### config.mk
export PLATFORM = sky130hd
export DESIGN_NAME = tick_timer
export DESIGN_NICKNAME = d
export VERILOG_FILES = /design/src/rtl/tick_timer_pkg.sv /design/src/rtl/tick_timer_decode.sv /design/src/rtl/tick_timer_reload.sv /design/src/rtl/tick_timer_core.sv /design/src/rtl/tick_timer.sv
export SDC_FILE = /design/constraint.sdc
export NUM_CORES = 1
export LEC_CHECK = 0
export BUFFER_PORTS_ARGS = -buffer_cell sky130_fd_sc_hd__buf_2
export CAP_MARGIN = 0
export CORE_AREA = 8 8 105 107
export CTS_BUF_LIST = sky130_fd_sc_hd__clkbuf_8
export DETAILED_ROUTE_END_ITERATION = 10
export DIE_AREA = 0 0 113 115
export GPL_TIMING_DRIVEN = 1
export PLACE_DENSITY_LB_ADDON = 0.12
export SETUP_SLACK_MARGIN = 0.4
export SYNTH_ARGS = -nofsm -noshare
export SYNTH_HDL_FRONTEND = slang
export SYNTH_HIERARCHICAL = 1
export SYNTH_SLANG_ARGS = --single-unit
### constraint.sdc
create_clock -name clk_i -period 3.1 [get_ports clk_i]
set_clock_uncertainty 0.15 [all_clocks]
set_input_delay 0.31 -clock clk_i [delete_from_list [all_inputs] [get_ports clk_i]]
set_output_delay 0.31 -clock clk_i [all_outputs]
set_load 0.01 [all_outputs]
### src/rtl/tick_timer_pkg.sv
package tick_timer_pkg;
  localparam int unsigned DATA_W = 32;

  // word index of each register (addr bits 3:2)
  localparam logic [1:0] IDX_CTL = 2'd0;
  localparam logic [1:0] IDX_RLD = 2'd1;
  localparam logic [1:0] IDX_CUR = 2'd2;
  localparam logic [1:0] IDX_CAL = 2'd3;

  // control register bit positions
  localparam int unsigned CTL_EN   = 0;
  localparam int unsigned CTL_IE   = 1;
  localparam int unsigned CTL_SRC  = 2;
  localparam int unsigned CTL_FLAG = 16;

  typedef struct packed {
    logic ctl_wr;
    logic ctl_rd;
    logic rld_wr;
    logic cur_wr;
  } tt_stb_t;
endpackage

### src/rtl/tick_timer_decode.sv
module tick_timer_decode
  import tick_timer_pkg::*;
(
  input  logic       req_i,
  input  logic       we_i,
  input  logic [1:0] idx_i,
  output tt_stb_t    stb_o
);
  always_comb begin
    stb_o        = '0;
    stb_o.ctl_wr = req_i &  we_i & (idx_i == IDX_CTL);
    stb_o.ctl_rd = req_i & ~we_i & (idx_i == IDX_CTL);
    stb_o.rld_wr = req_i &  we_i & (idx_i == IDX_RLD);
    stb_o.cur_wr = req_i &  we_i & (idx_i == IDX_CUR);
  end
endmodule

### src/rtl/tick_timer_reload.sv
module tick_timer_reload #(
  parameter int unsigned CNT_W = 24
) (
  input  logic             clk_i,
  input  logic             rst_ni,
  input  logic             wr_i,
  input  logic [CNT_W-1:0] wdata_i,
  output logic [CNT_W-1:0] reload_o
);
  logic [CNT_W-1:0] reload_q;

  always_ff @(posedge clk_i or negedge rst_ni) begin
    if (!rst_ni)   reload_q <= '0;
    else if (wr_i) reload_q <= wdata_i;
  end

  assign reload_o = reload_q;

  p_reload_hold_r12: assert property (@(posedge clk_i) disable iff (!rst_ni)
    !wr_i |=> $stable(reload_q));
endmodule

### src/rtl/tick_timer_core.sv
module tick_timer_core
  import tick_timer_pkg::*;
#(
  parameter int unsigned CNT_W = 24
) (
  input  logic             clk_i,
  input  logic             rst_ni,
  input  logic             ref_tick_i,
  input  tt_stb_t          stb_i,
  input  logic [2:0]       ctl_wdata_i,
  input  logic [CNT_W-1:0] reload_i,
  output logic             en_o,
  output logic             ie_o,
  output logic             src_o,
  output logic             flag_o,
  output logic [CNT_W-1:0] cnt_o,
  output logic             irq_o
);
  logic             en_q, ie_q, src_q, flag_q, live_q, irq_q;
  logic [CNT_W-1:0] cnt_q;
  logic             tick, expire, bus_load;

  // a control or current-value write owns the cycle; no tick is taken
  assign bus_load = stb_i.ctl_wr | stb_i.cur_wr;
  assign tick     = en_q & (src_q | ref_tick_i) & ~bus_load;
  assign expire   = tick & (cnt_q == '0);

  always_ff @(posedge clk_i or negedge rst_ni) begin
    if (!rst_ni) begin
      en_q   <= 1'b0;
      ie_q   <= 1'b0;
      src_q  <= 1'b0;
      live_q <= 1'b0;
      cnt_q  <= '0;
      irq_q  <= 1'b0;
    end else begin
      irq_q <= expire & ie_q;
      if (stb_i.ctl_wr) begin
        en_q  <= ctl_wdata_i[CTL_EN];
        ie_q  <= ctl_wdata_i[CTL_IE];
        src_q <= ctl_wdata_i[CTL_SRC];
        if (ctl_wdata_i[CTL_EN] != en_q) begin
          if (ctl_wdata_i[CTL_EN] && !live_q) begin
            cnt_q  <= reload_i;
            live_q <= 1'b1;
          end
        end else if (ctl_wdata_i[CTL_SRC] != src_q) begin
          cnt_q  <= reload_i;
          live_q <= 1'b1;
        end
      end else if (stb_i.cur_wr) begin
        cnt_q  <= reload_i;
        live_q <= 1'b1;
      end else if (tick) begin
        if (cnt_q == '0) begin
          if (reload_i == '0) begin
            en_q   <= 1'b0;
            live_q <= 1'b0;
          end else begin
            cnt_q <= reload_i;
          end
        end else begin
          cnt_q <= cnt_q - 1'b1;
        end
      end
    end
  end

  // set wins over read-clear so a wrap is never lost
  always_ff @(posedge clk_i or negedge rst_ni) begin
    if (!rst_ni)                           flag_q <= 1'b0;
    else if (expire)                       flag_q <= 1'b1;
    else if (stb_i.ctl_rd | stb_i.cur_wr)  flag_q <= 1'b0;
  end

  assign en_o   = en_q;
  assign ie_o   = ie_q;
  assign src_o  = src_q;
  assign flag_o = flag_q;
  assign cnt_o  = cnt_q;
  assign irq_o  = irq_q;

  p_irq_single_r5: assert property (@(posedge clk_i) disable iff (!rst_ni)
    irq_q |=> !irq_q);
  p_irq_flag_r5: assert property (@(posedge clk_i) disable iff (!rst_ni)
    irq_q |-> flag_q);
  p_count_step_r4: assert property (@(posedge clk_i) disable iff (!rst_ni)
    (tick && cnt_q != '0) |=> cnt_q == $past(cnt_q) - CNT_W'(1));
  p_zero_stop_r6: assert property (@(posedge clk_i) disable iff (!rst_ni)
    (expire && reload_i == '0) |=> !en_q);
  p_freeze_r9: assert property (@(posedge clk_i) disable iff (!rst_ni)
    (!en_q && !bus_load) |=> $stable(cnt_q));
  p_cur_reload_r7: assert property (@(posedge clk_i) disable iff (!rst_ni)
    stb_i.cur_wr |=> (cnt_q == $past(reload_i)) && !flag_q);
  p_rd_clear_r3: assert property (@(posedge clk_i) disable iff (!rst_ni)
    (stb_i.ctl_rd && !expire) |=> !flag_q);
  p_ctl_keep_flag_r2: assert property (@(posedge clk_i) disable iff (!rst_ni)
    (stb_i.ctl_wr && !expire) |=> flag_q == $past(flag_q));
endmodule

### src/rtl/tick_timer.sv
module tick_timer
  import tick_timer_pkg::*;
#(
  parameter int unsigned CNT_W     = 24,
  parameter int unsigned ADDR_W    = 4,
  parameter int unsigned CAL_VALUE = 10000
) (
  input  logic              clk_i,
  input  logic              rst_ni,
  input  logic              ref_tick_i,
  input  logic              req_i,
  input  logic              we_i,
  input  logic [ADDR_W-1:0] addr_i,
  input  logic [DATA_W-1:0] wdata_i,
  output logic [DATA_W-1:0] rdata_o,
  output logic              irq_o
);
  localparam int unsigned PAD_W = DATA_W - CNT_W;

  tt_stb_t          stb;
  logic [1:0]       idx;
  logic [CNT_W-1:0] reload, cnt;
  logic             en, ie, src, flag;
  logic [DATA_W-1:0] ctl_val, cur_val;
  logic             unused_bits;

  assign idx         = addr_i[3:2];
  assign unused_bits = ^{addr_i[1:0], wdata_i[DATA_W-1:CNT_W]};

  tick_timer_decode u_decode (
    .req_i (req_i),
    .we_i  (we_i),
    .idx_i (idx),
    .stb_o (stb)
  );

  tick_timer_reload #(.CNT_W(CNT_W)) u_reload (
    .clk_i    (clk_i),
    .rst_ni   (rst_ni),
    .wr_i     (stb.rld_wr),
    .wdata_i  (wdata_i[CNT_W-1:0]),
    .reload_o (reload)
  );

  tick_timer_core #(.CNT_W(CNT_W)) u_core (
    .clk_i       (clk_i),
    .rst_ni      (rst_ni),
    .ref_tick_i  (ref_tick_i),
    .stb_i       (stb),
    .ctl_wdata_i (wdata_i[2:0]),
    .reload_i    (reload),
    .en_o        (en),
    .ie_o        (ie),
    .src_o       (src),
    .flag_o      (flag),
    .cnt_o       (cnt),
    .irq_o       (irq_o)
  );

  always_comb begin
    ctl_val           = '0;
    ctl_val[CTL_EN]   = en;
    ctl_val[CTL_IE]   = ie;
    ctl_val[CTL_SRC]  = src;
    ctl_val[CTL_FLAG] = flag;
  end

  assign cur_val = (en && cnt <= reload) ? {{PAD_W{1'b0}}, cnt} : '0;

  always_comb begin
    rdata_o = '0;
    if (req_i && !we_i) begin
      unique case (idx)
        IDX_CTL: rdata_o = ctl_val;
        IDX_RLD: rdata_o = {{PAD_W{1'b0}}, reload};
        IDX_CUR: rdata_o = cur_val;
        default: rdata_o = DATA_W'(CAL_VALUE);
      endcase
    end
  end

  p_idle_rdata_r12: assert property (@(posedge clk_i) disable iff (!rst_ni)
    !(req_i && !we_i) |-> rdata_o == '0);
endmodule

Word-level counts from Yosys, hierarchy flattened
Cells that the tools add are included.
W data, S select, Z words.
{"block": "classes", "magnitude_cmp": 1, "muxes": 23, "reduce_logical": 18, "n_addsub": 1, "n_bitwise": 15, "eq_ne": 8}
{"cell": "$mux W24", "n": 10}
{"cell": "$pmux W24 S3", "n": 1}
{"cell": "$logic_not A24 Y1", "n": 2}
{"cell": "$le A24 B24 Y1", "n": 1}
{"cell": "$sub A24 B1 Y24 const B", "n": 1}
{"cell": "$mux W1", "n": 12}
{"cell": "$and A1 B1 Y1", "n": 10}
{"cell": "$reduce_bool A3 Y1", "n": 3}
{"cell": "$reduce_and A4 Y1", "n": 2}
{"cell": "$reduce_bool A2 Y1", "n": 4}
{"cell": "$ne A3 B3 Y1 const B", "n": 2}
{"cell": "$reduce_and A5 Y1", "n": 1}
{"cell": "$ne A4 B2 Y1 const B", "n": 1}
{"cell": "$logic_and A1 B1 Y1", "n": 3}
{"cell": "$or A1 B1 Y1", "n": 3}
{"cell": "$eq A2 B1 Y1 const B", "n": 1}
{"cell": "$eq A2 B2 Y1 const B", "n": 1}
{"cell": "$logic_not A1 Y1", "n": 2}
{"cell": "$logic_not A2 Y1", "n": 1}
{"cell": "$ne A1 B1 Y1", "n": 2}
{"cell": "$ne A2 B1 Y1 const B", "n": 1}
{"cell": "$not A1 Y1", "n": 2}
{"block": "totals", "in_bits": 41, "register_bits": 54}

Depth between registers and ports, before layout
Gate-level depths: netlist of the first run.
{"block": "logic_depth", "word_depth": 8, "mapped_depth": 9, "ltp_nobuf": 8}

Cells and area by module
Netlist of the first run, hierarchy kept.
{"mod": "tick_timer_core", "instances": 1, "seq_area_each_um2": 750.7, "cells_each": 236, "area_per_inst_um2": 1955.6}
{"mod": "tick_timer", "instances": 1, "seq_area_each_um2": 0.0, "cells_each": 206, "area_per_inst_um2": 1378.8}
{"mod": "tick_timer_reload", "instances": 1, "seq_area_each_um2": 600.6, "cells_each": 51, "area_per_inst_um2": 997.2}
{"mod": "tick_timer_decode", "instances": 1, "seq_area_each_um2": 0.0, "cells_each": 4, "area_per_inst_um2": 47.5}

Worst setup path after synthesis of the first run
No wires, ideal clock.
{"block": "synth_timing", "kind": "flip-flop to flip-flop", "startpoint": "register u_core.cnt_q[0], in the netlist u_core/cnt_o[0]", "endpoint": "register u_core.cnt_q[14], in the netlist u_core/cnt_o[14]", "setup_time_ns": 0.066, "period_less_slack_ns": 2.560, "t_arrival_ns": 2.344, "slack_ns": 0.540, "stages_incl_launch_ff": 9, "required_time_ns": 2.884, "cell_sequence": "dfrtp_1 -> inv_1 -> ha_1 -> or3b_2 -> or3_1 -> or2_1 -> or4_1 -> o21ai_1 -> a22o_1"}
{"block": "synth_via", "elab_chain_cells": 5}
{"element": "start, declared", "line": "tick_timer_core.sv:20", "rtl": "logic [CNT_W-1:0] cnt_q;"}
{"element": "start signal, assigned", "line": "tick_timer_core.sv:44", "rtl": "cnt_q <= reload_i;"}
{"element": "start signal, assigned", "line": "tick_timer_core.sv:48", "rtl": "cnt_q <= reload_i;"}
{"element": "start signal, assigned", "line": "tick_timer_core.sv:52", "rtl": "cnt_q <= reload_i;"}
{"element": "$sub A24 B1 Y24 / $logic_not A24 Y1 (equally long branches)", "line": "tick_timer_core.sv:63, tick_timer_core.sv:55"}
{"element": "$mux W24", "line": "tick_timer_core.sv:55", "rtl": "if (cnt_q == '0) begin"}
{"element": "$mux W24", "line": "tick_timer_core.sv:54", "rtl": "end else if (tick) begin"}
{"element": "$mux W24", "line": "tick_timer_core.sv:51", "rtl": "end else if (stb_i.cur_wr) begin"}
{"element": "$mux W24", "line": "tick_timer_core.sv:38", "rtl": "if (stb_i.ctl_wr) begin"}
Several ways; a longest one is shown, not always the timed one. The select of a mux whose other input is x is not followed.
A chain may end at the register's enable or synchronous reset.

Final worst setup path of the first run
{"block": "layout_timing", "startpoint": "register u_core.cnt_q[19], in the netlist u_core/cnt_o[19]", "endpoint": "output port rdata_o[16]"}
{"block": "layout_via", "elab_chain_cells": 5}
{"element": "$le A24 B24 Y1", "line": "tick_timer.sv:68", "rtl": "assign cur_val = (en && cnt <= reload) ? {{PAD_W{1'b0}}, cnt} : '0;"}
{"element": "$logic_and A1 B1 Y1", "line": "tick_timer.sv:68"}
{"element": "$mux W24", "line": "tick_timer.sv:68"}
{"element": "$pmux W24 S3", "line": "tick_timer.sv:73", "rtl": "unique case (idx)"}
{"element": "$mux W24", "line": "tick_timer.sv:72", "rtl": "if (req_i && !we_i) begin"}
{"element": "end, declared", "line": "tick_timer.sv:15", "rtl": "output logic [DATA_W-1:0] rdata_o,"}
No other way between the ends.

==> results of run 1 <==
==> timing repair <==
item	CTS	global route
hold endpoints to repair	27	0
setup buffers	41	3
endpoints found under the setup margin	26	39
cloned	2	1
resized for setup	62	20
pin swaps	36	8
hold buffers	1	0
==> per-stage QoR <==
| stage | power, mW | utilization (%) | worst slack (ns) | instances |
|---|---|---|---|---|
| floorplan | 2.33 | - | 0.540 | 504 |
| global placement | 2.77 | 50.3 | 0.303 | 666 |
| detailed placement | 2.82 | 50.3 | 0.283 | 666 |
| CTS | 3.86 | 57.6 | 0.251 | 717 |
| global route | 4.30 | 58.8 | 0.118 | 721 |
| finish | 4.01 | 58.8 | 0.214 | 721 |
==> state kept, by name, indices dropped and copies added (netlist names) <==
| signal | cells |
|---|---|
| u_core/cnt_o | 24 |
| u_reload/reload_o | 24 |
| u_core/en_o | 1 |
| u_core/flag_o | 1 |
| u_core/ie_o | 1 |
| u_core/irq_o | 1 |
| u_core/live_q | 1 |
| u_core/src_o | 1 |
==> final cells by class <==
type	instances	area, um2
Fill cell	850	3890
Multi-Input combinational cell	379	2860
Sequential cell	54	1380
Clock inverter	2	7.51
Tap cell	114	143
Inverter	38	143
Timing Repair Buffer	129	965
Clock buffer	5	68.8
==> placed cells by master (no fill, tap or decap), types with 5 or more instances in the layout <==
| master | synthesis | routed |
|---|---|---|
| a21oi_1 | 33 | 33 |
| a22oi_1 | 5 | 5 |
| a31oi_1 | 11 | 11 |
| a32oi_1 | 15 | 11 |
| buf_2 | 6 | 55 |
| buf_4 | 11 | 58 |
| buf_6 | 8 | 5 |
| clkbuf_8 | 0 | 5 |
| conb_1 | 1 | 8 |
| dfrtp_1 | 54 | 31 |
| dfrtp_2 | 0 | 23 |
| ha_1 | 26 | 18 |
| ha_4 | 0 | 8 |
| inv_1 | 38 | 36 |
| mux2_2 | 6 | 6 |
| mux2_4 | 20 | 20 |
| nand2_1 | 45 | 45 |
| nand2b_1 | 6 | 6 |
| nand3_1 | 5 | 5 |
| nand4_1 | 9 | 9 |
| nor2_1 | 41 | 41 |
| nor3_1 | 12 | 12 |
| nor4_1 | 13 | 12 |
| o21ai_0 | 28 | 21 |
| o21ai_1 | 15 | 18 |
| o21ai_2 | 20 | 24 |
| o22ai_1 | 5 | 5 |
==> worst max-delay path by stage <==
stage,start,to,cells past startpoint
after floorplan,u_core/cnt_o[0],u_core/cnt_o[14],8
after detailed placement,addr_i[3],u_core/cnt_o[14],8
after CTS,u_reload/reload_o[17],rdata_o[16],10
after global routing,u_reload/reload_o[17],rdata_o[16],10
final,u_core/cnt_o[19],rdata_o[16],9
after global placement,u_reload/reload_o[19],rdata_o[16],9
==> cells by family (layout without fill, tap and decap cells) <==
logic type / Yosys count / count (layout) / share of synthesized area (%)
and+or+nand+nor: 163 / 163 / 19.5
AOI/OAI and AO/OA: 152 / 152 / 23.4
adders and majority gates: 26 / 26 / 7.43
buffers and inverters: 71 / 174 / 9.40
muxes: 29 / 29 / 9.09
other: 1 / 8 / 0.0856
xor gates and xnor gates: 1 / 1 / 0.200
DFF: 54 / 54 / 30.9
==> power breakdown <==
part | internal [mW] | leakage (nW) | total, mW | switching [mW]
logic | 1.17 | 1.78 | 2.44 | 1.27
registers | 0.956 | 0.623 | 1.18 | 0.229
clock network | 0.150 | 0.0466 | 0.387 | 0.237
==> layer usage <==
layer  up-vias  wire [um]  GRT usage [%]
met5         -          0              0
met4         0        232           6.39
met3        16        824           3.94
met2       135       6440           34.4
met1      2044       5840           26.4
li1       2024          -              -
==> flow_summary_export.csv, run 1 <==
group,metric,value,unit
sta,finalSetupTns,0,ns
cts,htreeDepth,2,
cts,clk_latency,0.32,ns
synth,ys_async_sr_fraction,100,%
place,hpwl,8810,um
routing,viasPerCell,5.85,
cts,cts_root_buffer,"clkbuf_8",
sta,fmax,346,MHz
place,dpl_cell_area,0.00476,mm2
global_route,grt_antenna_before_repair,0,
worst_setup_path,rr_startpoint,"u_core/cnt_o[19]",
floorplanning,start_util,46.3,%
cts,cts_buffer_depth,2,
routing,dr_total_vias,4219,
synth,yosys_register_bits,54,
sta,whs,0.0660,ns
worst_setup_path,critPathRequiredTime,2.64,ns
worst_hold_path,min_to,"u_reload/reload_o[17]",
floorplanning,die-area,0.0130,mm2
worst_setup_path,cpPeakStageDelay,0.44,ns
run_status,outcome,"completed",
pwr,vdd_drop_max,0.387,mV
sta,period_minus_slack,2.89,ns
sta,setup_viol,0,
synth,yosys.cell_count.top_type,"dfrtp_1",
finish,synthToLayoutAreaGrowth,27.1,%
routing,drtIter0Drc,214,
floorplanning,io_pins,74,
sta,rsz0062_at_grt,"yes",
floorplanning,die_x,113,um
worst_hold_path,whs_path_depth,2,
finish,final_area,0.00556,mm2
floorplanning,chipHeight,115,um
cts,cts_tree,"done",
synth,syn_inst,497,
worst_setup_path,cp_num_buf_inv,3,
synth,synth_ff_type,"dfrtp_1",
finish,n_antenna_cell,0,
floorplanning,rows,36,
worst_setup_path,path_cells,"ha_4, nand4_1, nor4_4, and2_4, buf_12, buf_16, a31oi_1, o21ai_2, buf_2",
routing,drc,0,
place,numPortBuffers,55,
synth,synth_top_cell_by_area,"dfrtp_1",
worst_setup_path,critical-path-top-delay-family,"simple AND/OR/NAND/NOR gates",
worst_setup_path,path_class,"flip-flop to output port",
sta,relSlewSlack,52.4,%
sta,worstMarginPinSlew,0.707,ns
worst_setup_path,crit_slowest_cell,"dfrtp_2",
worst_setup_path,path_max_fanout,6,
worst_setup_path,cp-start-kind,"flip-flop",
synth,ys_seq_area_share,30.9,%
synth,synthTopCellsByArea,"dfrtp_1 31%, ha_1 7.4%, mux2_4 6.9%",
worst_setup_path,r2r_slack,0.41,ns
worst_setup_path,cp.arrival,2.43,ns
routing,routed_wl,13300,um
global_route,grt_pass1_vias,4171,
routing,drtAntennaViolNets,0,
synth,syn_area_per_cell,8.81,um2
worst_hold_path,min-delay-start,"wdata_i[17]",
global_route,grt_pass1_wl,21400,um
worst_setup_path,rr_endpoint,"u_core/cnt_o[15]",
routing,wl_per_cell,18.5,um
worst_setup_path,cp-end-kind,"output port",
cts,clock-sinks,54,
sta,finalCritPeriodShare,93.1,%
synth,syn_area,0.00438,mm2
synth,synth_commonest_cells,"54 x dfrtp_1, 45 x nand2_1, 41 x nor2_1, 38 x inv_1, 33 x a21oi_1",
place,gp_congestion,0.849,
floorplanning,core,0.00946,mm2
pwr,leakage,2.45,nW
worst_setup_path,rr_worst_depth,8,
finish,final_nets,674,
finish,drive_gt1_share,40.5,%
global_route,grt_usage,20.6,%
cts,cts_buffers,5,
worst_hold_path,hp-class,"input port to flip-flop",
synth,ys_types,66,
job,cap_viol_max_count,0,
pwr,power.density,721,mW/mm2
global_route,grt_max_degree,32,
cts,clk_pin_slew,0.10,ns
synth,synth_edf_count,0,
synth,yosysWarnings,6,
sta,finalHoldViolations,0,
sta,slew_viol_final,0,
global_route,grt_overflow_total,0,
synth,synth_top_area_share,30.9,%
routing,drtPass1Iterations,5,
No activity file was read; power rests on OpenSTA's default activity.
==> run 2: changes to the inputs <==
--- a/config.mk
+++ b/config.mk
@@ -5,12 +5,13 @@
 export SDC_FILE = /design/constraint.sdc
 export NUM_CORES = 1
 export LEC_CHECK = 0
+export ABC_AREA = 1
 export BUFFER_PORTS_ARGS = -buffer_cell sky130_fd_sc_hd__buf_2
 export CAP_MARGIN = 0
-export CORE_AREA = 8 8 105 107
+export CORE_AREA = 8 8 112 114
 export CTS_BUF_LIST = sky130_fd_sc_hd__clkbuf_8
 export DETAILED_ROUTE_END_ITERATION = 10
-export DIE_AREA = 0 0 113 115
+export DIE_AREA = 0 0 120 122
 export GPL_TIMING_DRIVEN = 1
 export PLACE_DENSITY_LB_ADDON = 0.12
 export SETUP_SLACK_MARGIN = 0.4
==> run 2 against run 1 <==
Effect of this change: the flow now finishes with violations (negative hold slack); design area rose by 9.9%; sequential power barely moved; flip-flop and latch count did not move; critical path type unchanged; critical endpoint is now rdata_o[4]; largest cell class unchanged; largest power group unchanged.
==> flow_summary_export.csv, run 2 <==
group,metric,value,unit
worst_setup_path,cp-end-kind,"output port",
cts,cts_buffers,5,
place,numPortBuffers,55,
place,gp_congestion,0.896,
global_route,grt_max_degree,38,
run_status,outcome,"finished with violations",
sta,rsz0062_at_grt,"yes",
routing,viasPerCell,5.16,
place,hpwl,11600,um
sta,setup_viol,0,
finish,n_antenna_cell,0,
sta,period_minus_slack,2.84,ns
synth,synth_edf_count,0,
sta,finalCritPeriodShare,91.5,%
synth,yosysWarnings,6,
routing,dr_total_vias,5163,
finish,drive_gt1_share,30.5,%
synth,synth_top_area_share,26.8,%
synth,syn_area_per_cell,6.61,um2
sta,fmax,352,MHz
floorplanning,core,0.0107,mm2
cts,clk_latency,0.33,ns
sta,finalHoldViolations,36,
global_route,grt_antenna_before_repair,0,
sta,finalSetupTns,0,ns
cts,clock-sinks,54,
synth,yosys.cell_count.top_type,"nand2_1",
floorplanning,chipHeight,122,um
floorplanning,rows,38,
sta,relSlewSlack,35.8,%
finish,final_common_cell,"nand2_1",
routing,drtIter0Drc,501,
cts,clk_pin_slew,0.11,ns
finish,fillCellCount,1031,
worst_hold_path,hp-class,"input port to asynchronous set/reset pin",
pwr,leakage,3.07,nW
routing,drc,0,
finish,synthToLayoutAreaGrowth,21.1,%
synth,synth_top_cell_by_area,"dfrtp_1",
synth,synthTopCellsByArea,"dfrtp_1 27%, nand2_1 19%, nor2_1 7.4%",
sta,worst_slack,0.262,ns
global_route,grt_pass1_vias,4971,
run_status,failed_checks,"negative hold slack",
synth,ys_types,36,
cts,cts_root_buffer,"clkbuf_8",
synth,synth_commonest_cells,"260 x nand2_1, 99 x nor2_1, 98 x inv_1, 54 x dfrtp_1, 43 x nand3_1",
sta,whs,-0.0228,ns
synth,yosys_register_bits,54,
finish,layout_common_cells,"252 x nand2_1, 95 x nor2_1, 93 x inv_1",
place,pre_cts_ws,0.402,ns
sta,worstMarginPinSlew,0.962,ns
cts,htreeDepth,2,
pwr,vdd_drop_max,0.305,mV
routing,wl_per_cell,16.3,um
pwr,power.density,788,mW/mm2
global_route,grt_pass1_wl,25700,um
worst_setup_path,cp.arrival,2.38,ns
synth,synth_ff_type,"dfrtp_1",
routing,drtPass1Iterations,7,
worst_setup_path,path_class,"flip-flop to output port",
job,cap_viol_max_count,0,
floorplanning,start_util,47.2,%
synth,ys_seq_area_share,26.8,%
routing,drtAntennaViolNets,0,
floorplanning,die_x,120,um
sta,slew_viol_final,0,
cts,cts_buffer_depth,2,
global_route,grt_usage,22.0,%
synth,syn_inst,764,
synth,syn_area,0.00505,mm2
synth,ys_async_sr_fraction,100,%
global_route,grt_overflow_total,0,
worst_setup_path,critPathRequiredTime,2.64,ns
finish,final_nets,926,
routing,routed_wl,16300,um
floorplanning,die-area,0.0146,mm2
worst_setup_path,cp-start-kind,"flip-flop",
cts,cts_tree,"done",
worst_setup_path,path_max_fanout,5,
floorplanning,io_pins,74,
run 2: cell types whose count changed after synthesis, sizes merged, moves of 12 or more:
cell,previous run,this run
nor2,42,117
a32oi,15,0
nand2,45,276
nor4,15,1
nor3,12,0
mux2,26,1
inv,38,102
nand3,6,69
o21ai,63,16
run 2: metrics by stage:
stage	instance area, um2	utilization, %	total power [mW]	cells	hold WS, ns
floorplan	5080	-	3.01	771	-0.136
global route	6120	57.2	5.21	1000	0.0213
detailed placement	5480	51.3	3.61	967	0.327
finish	6120	57.2	4.82	1000	-0.0228
global placement	5480	51.3	3.53	967	0.323
CTS	5890	55.1	4.51	992	0.00202
run 2: logic make-up (layout without fill, tap and decap cells):
family / count (synthesis) / count (layout) / synth area share (%)
compound gates: 56 / 56 / 7.36
buf+inv: 135 / 222 / 13.7
simple gates: 479 / 481 / 43.4
xor+xnor: 12 / 12 / 2.08
fa+ha+maj: 26 / 26 / 6.44
flops: 54 / 54 / 26.8
mux: 1 / 1 / 0.223
other cells: 1 / 8 / 0.0742
run 2: metal layers:
metal  vias to the layer above  track usage [%]  routed length (um)
li1                       2532                -                   -
met5                         -                0                   0
met1                      2385             29.5                7160
met4                         0             6.87                 291
met3                        22             4.16                1360
met2                       224             35.1                7440
run 2: worst paths after layout:
path | startpoint | to | slack (ns) | cells after the start
worst max-delay path | u_reload/reload_o[22] | rdata_o[4] | 0.26 | 12
worst min-delay path | rst_ni | u_core/cnt_o[13] | -0.02 | 1
worst max register to register | u_core/cnt_o[1] | u_core/cnt_o[4] | 0.55 | 14
worst min register to register | u_core/live_q | u_core/live_q | 0.36 | 2
max in group asynchronous | rst_ni | u_reload/reload_o[15] | 2.01 | 2
min in group clk_i | wdata_i[22] | u_reload/reload_o[22] | 0.02 | 3
run 2: cell type report:
cell class	instances	area (um2)	share of cell area, %
clock buffers	5	68.8	1.12
multi-input cells	584	3360	54.9
clock inverters	3	25.0	0.409
repair buffers	112	727	11.9
well taps	140	175	2.86
inverters	102	390	6.38
flip-flops and latches	54	1370	22.4
run 2: report_power, final:
part | switching, mW | internal [mW]
clock network | 0.275 | 0.164
registers | 0.265 | 0.919
logic | 1.91 | 1.29
total | 2.45 | 2.37
run 2: critical path, cell delays in order, from the launching register on:
cell and delay, ns:
dfrtp_1 0.41, inv_1 0.06, ha_1 0.28, nand2_2 0.08, nor2_4 0.18, nand2_4 0.10
nor2_4 0.15, nand3_4 0.16, nand2_8 0.15, buf_6 0.12, nand3_4 0.06, a21oi_2 0.16
buf_2 0.14
run 2: what timing repair did:
action | CTS | global route
endpoints found under the setup margin | 24 | 24
setup buffers | 15 | 8
pin swaps | 20 | 20
resized for setup | 42 | 26
hold buffers | 0 | 0
gates cloned | 2 | 0
